<file path="src/rtl/sad_pkg.sv">
// Package: shared sizes and types for the strobe-driven adder datapath.
// Assumes a word of at least two bits so that the carry chain exists.
package sad_pkg;
    localparam int WORD_W = 4;
    localparam int NUM_WORDS = 4;
    typedef logic [WORD_W-1:0] word_t;
endpackage

</file>
<file path="src/rtl/sad_ripple_adder.sv">
// Ripple-carry adder. Bit 0 is a half adder and each higher bit is a full
// adder fed by the carry of the bit below. The carry out of the top bit is
// not formed, so the result wraps modulo 2**W. Assumes W >= 2.
module sad_ripple_adder #(
    parameter int W = 4
) (
    input  logic [W-1:0] op_a,
    input  logic [W-1:0] op_b,
    output logic [W-1:0] sum
);
    localparam int CW = W - 1;

    logic [CW-1:0] carry;

    for (genvar i = 0; i < W; i++) begin : g_bit
        if (i == 0) begin : g_half
            // Half adder on the lowest bit.
            assign sum[i] = op_a[i] ^ op_b[i];
            assign carry[i] = op_a[i] & op_b[i];
        end else begin : g_full
            // Full adder: sum bit, and a carry only below the top bit.
            assign sum[i] = op_a[i] ^ op_b[i] ^ carry[i-1];
            if (i < CW) begin : g_carry
                assign carry[i] = (op_a[i] & op_b[i]) | (carry[i-1] & (op_a[i] ^ op_b[i]));
            end
        end
    end
endmodule

</file>
<file path="src/rtl/sad_word_store.sv">
// Word store. Every word sees the same write data, and each word captures
// it only when its own strobe bit is set. Reads AND each word with its
// enable and OR the results onto one bus. Assumes a single clock domain.
module sad_word_store #(
    parameter int W = 4,
    parameter int N = 4
) (
    input  logic         clk,
    input  logic         rst_n,
    input  logic [N-1:0] wr_stb,
    input  logic [N-1:0] rd_stb,
    input  logic [W-1:0] wr_data,
    output logic [W-1:0] rd_bus
);
    logic [W-1:0] words [N];

    for (genvar k = 0; k < N; k++) begin : g_word
        // One word: clear on reset, replace all bits when its strobe is set.
        always_ff @(posedge clk) begin
            if (!rst_n) begin
                words[k] <= '0;
            end else if (wr_stb[k]) begin
                words[k] <= wr_data;
            end
        end
    end

    // Gated read bus: OR of every enabled word, zero when none is enabled.
    always_comb begin
        rd_bus = '0;
        for (int k = 0; k < N; k++) begin
            rd_bus = rd_bus | (words[k] & {W{rd_stb[k]}});
        end
    end
endmodule

</file>
<file path="src/rtl/sad_operand_reg.sv">
// Operand register. It loads either a manual value or the shared read bus
// on a clock edge where its strobe is high, and holds otherwise.
module sad_operand_reg #(
    parameter int W = 4
) (
    input  logic         clk,
    input  logic         rst_n,
    input  logic         wr,
    input  logic         from_bus,
    input  logic [W-1:0] manual,
    input  logic [W-1:0] bus,
    output logic [W-1:0] q
);
    // Capture the selected source while strobed, clear on reset.
    always_ff @(posedge clk) begin
        if (!rst_n) begin
            q <= '0;
        end else if (wr) begin
            q <= from_bus ? bus : manual;
        end
    end
endmodule

</file>
<file path="src/rtl/strobe_adder_dp.sv">
// Top level of the strobe-driven datapath. Operand routing is fixed:
// register A feeds adder input A and register B feeds adder input B. The
// sum is offered to every word of the store. The read bus feeds both
// registers. All strobes are assumed to come from outside, synchronous to clk.
module strobe_adder_dp #(
    parameter int W = sad_pkg::WORD_W,
    parameter int N = sad_pkg::NUM_WORDS
) (
    input  logic         clk,
    input  logic         rst_n,
    input  logic [N-1:0] mem_wr,
    input  logic [N-1:0] rd_en,
    input  logic         a_wr,
    input  logic         a_from_bus,
    input  logic [W-1:0] a_manual,
    input  logic         b_wr,
    input  logic         b_from_bus,
    input  logic [W-1:0] b_manual,
    output logic [W-1:0] reg_a_q,
    output logic [W-1:0] reg_b_q,
    output logic [W-1:0] sum_o,
    output logic [W-1:0] rd_bus_o
);
    sad_operand_reg #(.W(W)) u_reg_a (
        .clk(clk), .rst_n(rst_n), .wr(a_wr), .from_bus(a_from_bus),
        .manual(a_manual), .bus(rd_bus_o), .q(reg_a_q)
    );

    sad_operand_reg #(.W(W)) u_reg_b (
        .clk(clk), .rst_n(rst_n), .wr(b_wr), .from_bus(b_from_bus),
        .manual(b_manual), .bus(rd_bus_o), .q(reg_b_q)
    );

    sad_ripple_adder #(.W(W)) u_adder (
        .op_a(reg_a_q), .op_b(reg_b_q), .sum(sum_o)
    );

    sad_word_store #(.W(W), .N(N)) u_store (
        .clk(clk), .rst_n(rst_n), .wr_stb(mem_wr), .rd_stb(rd_en),
        .wr_data(sum_o), .rd_bus(rd_bus_o)
    );
endmodule

</file>
<file path="config.mk">
export PLATFORM = sky130hd
export DESIGN_NAME = strobe_adder_dp
export DESIGN_NICKNAME = d
export VERILOG_FILES = /design/src/rtl/sad_pkg.sv /design/src/rtl/sad_ripple_adder.sv /design/src/rtl/sad_word_store.sv /design/src/rtl/sad_operand_reg.sv /design/src/rtl/strobe_adder_dp.sv
export SDC_FILE = /design/constraint.sdc
export NUM_CORES = 1
export LEC_CHECK = 0
export BUFFER_PORTS_ARGS = -buffer_cell sky130_fd_sc_hd__buf_2
export CAP_MARGIN = 20
export CORE_UTILIZATION = 50
export DETAILED_ROUTE_END_ITERATION = 16
export GPL_ROUTABILITY_DRIVEN = 1
export MAX_ROUTING_LAYER = met4
export PLACE_DENSITY = 0.82
export REMOVE_ABC_BUFFERS = 1
export SYNTH_ARGS = -nofsm -noshare
export SYNTH_HDL_FRONTEND = slang
export SYNTH_SLANG_ARGS = --single-unit
</file>
<file path="constraint.sdc">
create_clock -name clk -period 5.6 [get_ports clk]
set_input_delay 0 -clock clk [delete_from_list [all_inputs] [get_ports clk]]
set_output_delay 0 -clock clk [all_outputs]
set_load 0.05 [all_outputs]
</file>
==> summary.txt <==
STA
  – Setup TNS: 0 ns
  – Finish-stage setup viols: 0
  – Hold Fails Final Rpt: 0
  – Final clock period utilization by the worst path: a little over two fifths
  – Unrepaired setup endpoints after global routing: no
  – Final Max Slew Viols: 0
  – Final min period: about 2.4 ns
  – Fmax: 0.411 GHz
  – Slew margin rel.: 67.6%
  – Clk_skew: approximately 0.0047 ns
  – Worst slew pin tran: 0.486 ns

Global routing
  – Initial antenna violation count: 0
  – GRT Overall Usage: 23.0%
  – Largest net degree at the start of global routing: 29
  – Vias in the first global route: 882
  – First-pass GRT wire length: 4.14 mm
  – GRT overflow: 0

Synth
  – Syn Inst Count: 91
  – Netlist cell types: 23
  – Yosys top cell area share: 42.3%
  – Yosys warning total: 0
  – Syn Std Cell Area: 0.00113 mm^2
  – Cell taking the most area after synthesis: edfxtp_1
  – Register area share after synthesis: 56.4%
  – Yosys reg bits: 24
  – Synth top area cells: edfxtp_1, dfxtp_1, a221oi_2, and3_1, o221ai_1
  – Mapped Avg Cell Area: approximately 12 um^2

Run status
  – Outcome: finished, final reports clean

Floorplan
  – Die height: a little under 50 um
  – Core Box Area: 0.00204 mm^2
  – Rows: 16
  – Die area: 0.00246 mm^2
  – I/O Pins: 38
  – Initial core utilization: between 50% and 60%
  – Die W: 49.6 um

Route
  – DRT Wirelength: between 2 and 2.5 mm
  – Routed Antenna Nets: 0
  – Detailed-route via count: 909
  – DRT Pass-1 Iters: 4
  – Iter 0 DRT Violations: 14
  – Routed WL per cell: roughly 15 um
  – Vias/cell: 5.68
  – DRC violations left: 0

CTS
  – Worst-case clock buffer depth: 2
  – Worst-Skew Late Latency: 0.30 ns
  – Root Driver: clkbuf_4
  – Clk sink count: 24
  – H-tree depth: 1
  – Number of gates resized after CTS: 0
  – CTS buffer count: 3
  – Clock Pin Slew Worst Setup and Hold Paths: around 0.13 ns
  – CTS tree: done

Layout
  – Nets@finish: 159
  – Ant diodes: 0
  – Share of post-route cells with drive strength above 1: a little over a third
  – Final instance area: roughly 0.0014 mm^2
  – Fin util: between 60% and 70%
  – Area growth syn-to-layout: 24.7%

Critical path
  – Arrival time worst endpoint: 2.43 ns
  – Worst path required time: 5.60 ns
  – Setup crit end kind: output port
  – CP Max Fanout: 5
  – Worst setup SP type: flop
  – CP Class: reg -> out

Place
  – Dpl cell area: 0.00133 mm^2
  – Hpwl dp: 1.82 mm
  – Count of input and output buffers: 37
  – Gpl congestion: 0.793

Power
  – Peak VDD IR: 0.185 mV
  – Leak Pwr: 0.668 nW
  – PwrDens: ~300 mW/mm^2

Worst hold path
  – Hold crit path type: in -> reg

Flow run
  – Max-Cap Viols: 0
## worst max-delay path: stages (launching register included)
cell and delay [ns]:
dfxtp_1 0.36, ha_1 0.20, fa_1 0.37, fa_1 0.38, xor2_1 0.17, xnor2_1 0.36
inv_1 0.07, buf_2 0.22
## per-layer routing
layer | vias to the layer above | routed length (um) | global-route usage [%]
met5 | - | 0 | -
met4 | 0 | 14 | 4.29
met3 | 2 | 81 | 2.78
met2 | 29 | 1320 | 40.8
met1 | 440 | 1060 | 28.1
li1 | 438 | - | -
## state kept, by name, summed over array words and instances (netlist names)
signal / flops
u_store.words: 16
u_reg_a.q: 4
u_reg_b.q: 4
## logic make-up after synthesis
family / share of synthesized area, %
AOI/OAI and AO/OA: 18.9
buffers and inverters: 3.86
xor gates and xnor gates: 1.54
DFF: 56.4
adders and majority gates: 4.63
and+or+nand+nor: 14.7
## stage by stage
stage / std cells / hold slack (ns) / power (mW) / setup slack, ns
3_5_place_dp: 150 / 0.269 / 0.352 / 3.40
4_1_cts: 160 / 0.0290 / 0.424 / 3.17
5_1_grt: 160 / 0.0239 / 0.443 / 3.01
2_1_floorplan: 86 / 0.101 / 0.310 / 3.21
3_3_place_gp: 150 / 0.262 / 0.349 / 3.49
6_report: 160 / 0.0292 / 0.425 / 3.17
## power breakdown
part           internal (mW)  total (mW)  switching [mW]
clock                 0.0259      0.0730          0.0471
sequential             0.206       0.216         0.00949
combinational         0.0402       0.137          0.0963
total                  0.273       0.425           0.153
## worst paths after layout
path	slack, ns	to	depth (start not counted)	from
setup / recovery	3.17	sum_o[3]	7	u_reg_b.q[0]
hold / removal	0.03	u_reg_a.q[0]	3	a_manual[0]
setup reg to reg	3.39	u_store.words[0][3]	6	u_reg_b.q[0]
hold reg to reg	0.59	u_reg_a.q[0]	2	u_reg_a.q[0]
## cell usage in the layout (no fill, tap or decap)
cell type / instances
a221oi_2: 4
a22o_1: 3
a22o_2: 1
a311oi_1: 2
a31oi_1: 6
and3_1: 9
and3_2: 3
buf_2: 37
clkbuf_4: 3
clkinv_1: 1
dfxtp_1: 8
dlygate4sd3_1: 6
edfxtp_1: 16
fa_1: 2
ha_1: 1
inv_1: 5
nand2_1: 4
nand2b_1: 2
nor2_1: 4
nor3b_1: 2
o21ai_0: 2
o221ai_1: 6
or2b_1: 4
xnor2_1: 1
xor2_1: 1
## what timing repair did
action | 4_1_cts | 5_1_grt
hold buffers | 6 | 0
buffers inserted | 0 | 0
hold endpoints to repair | 8 | 0
## final cells by class
type	count	area [um^2]
sequential	24	641
fill	170	627
multi-input combinational	57	450
timing repair buffer	43	245
tap	27	33.8
clock buffer	3	22.5
inverter	5	18.8
clock inverter	1	3.75
## cell usage after synthesis, drive strengths merged
cell and instances:
buf 2, or2b 4, dfxtp 8, edfxtp 16, xor2 1, ha 1
xnor2 1, o221ai 6, a311oi 2, and3 12, a31oi 6, nor3b 2
a221oi 4, a22o 4, nand2b 2, nor2 4, inv 5, nand2 4
clkbuf 3, fa 2, o21ai 2
Note: power is estimated with default switching activity, not from simulation.
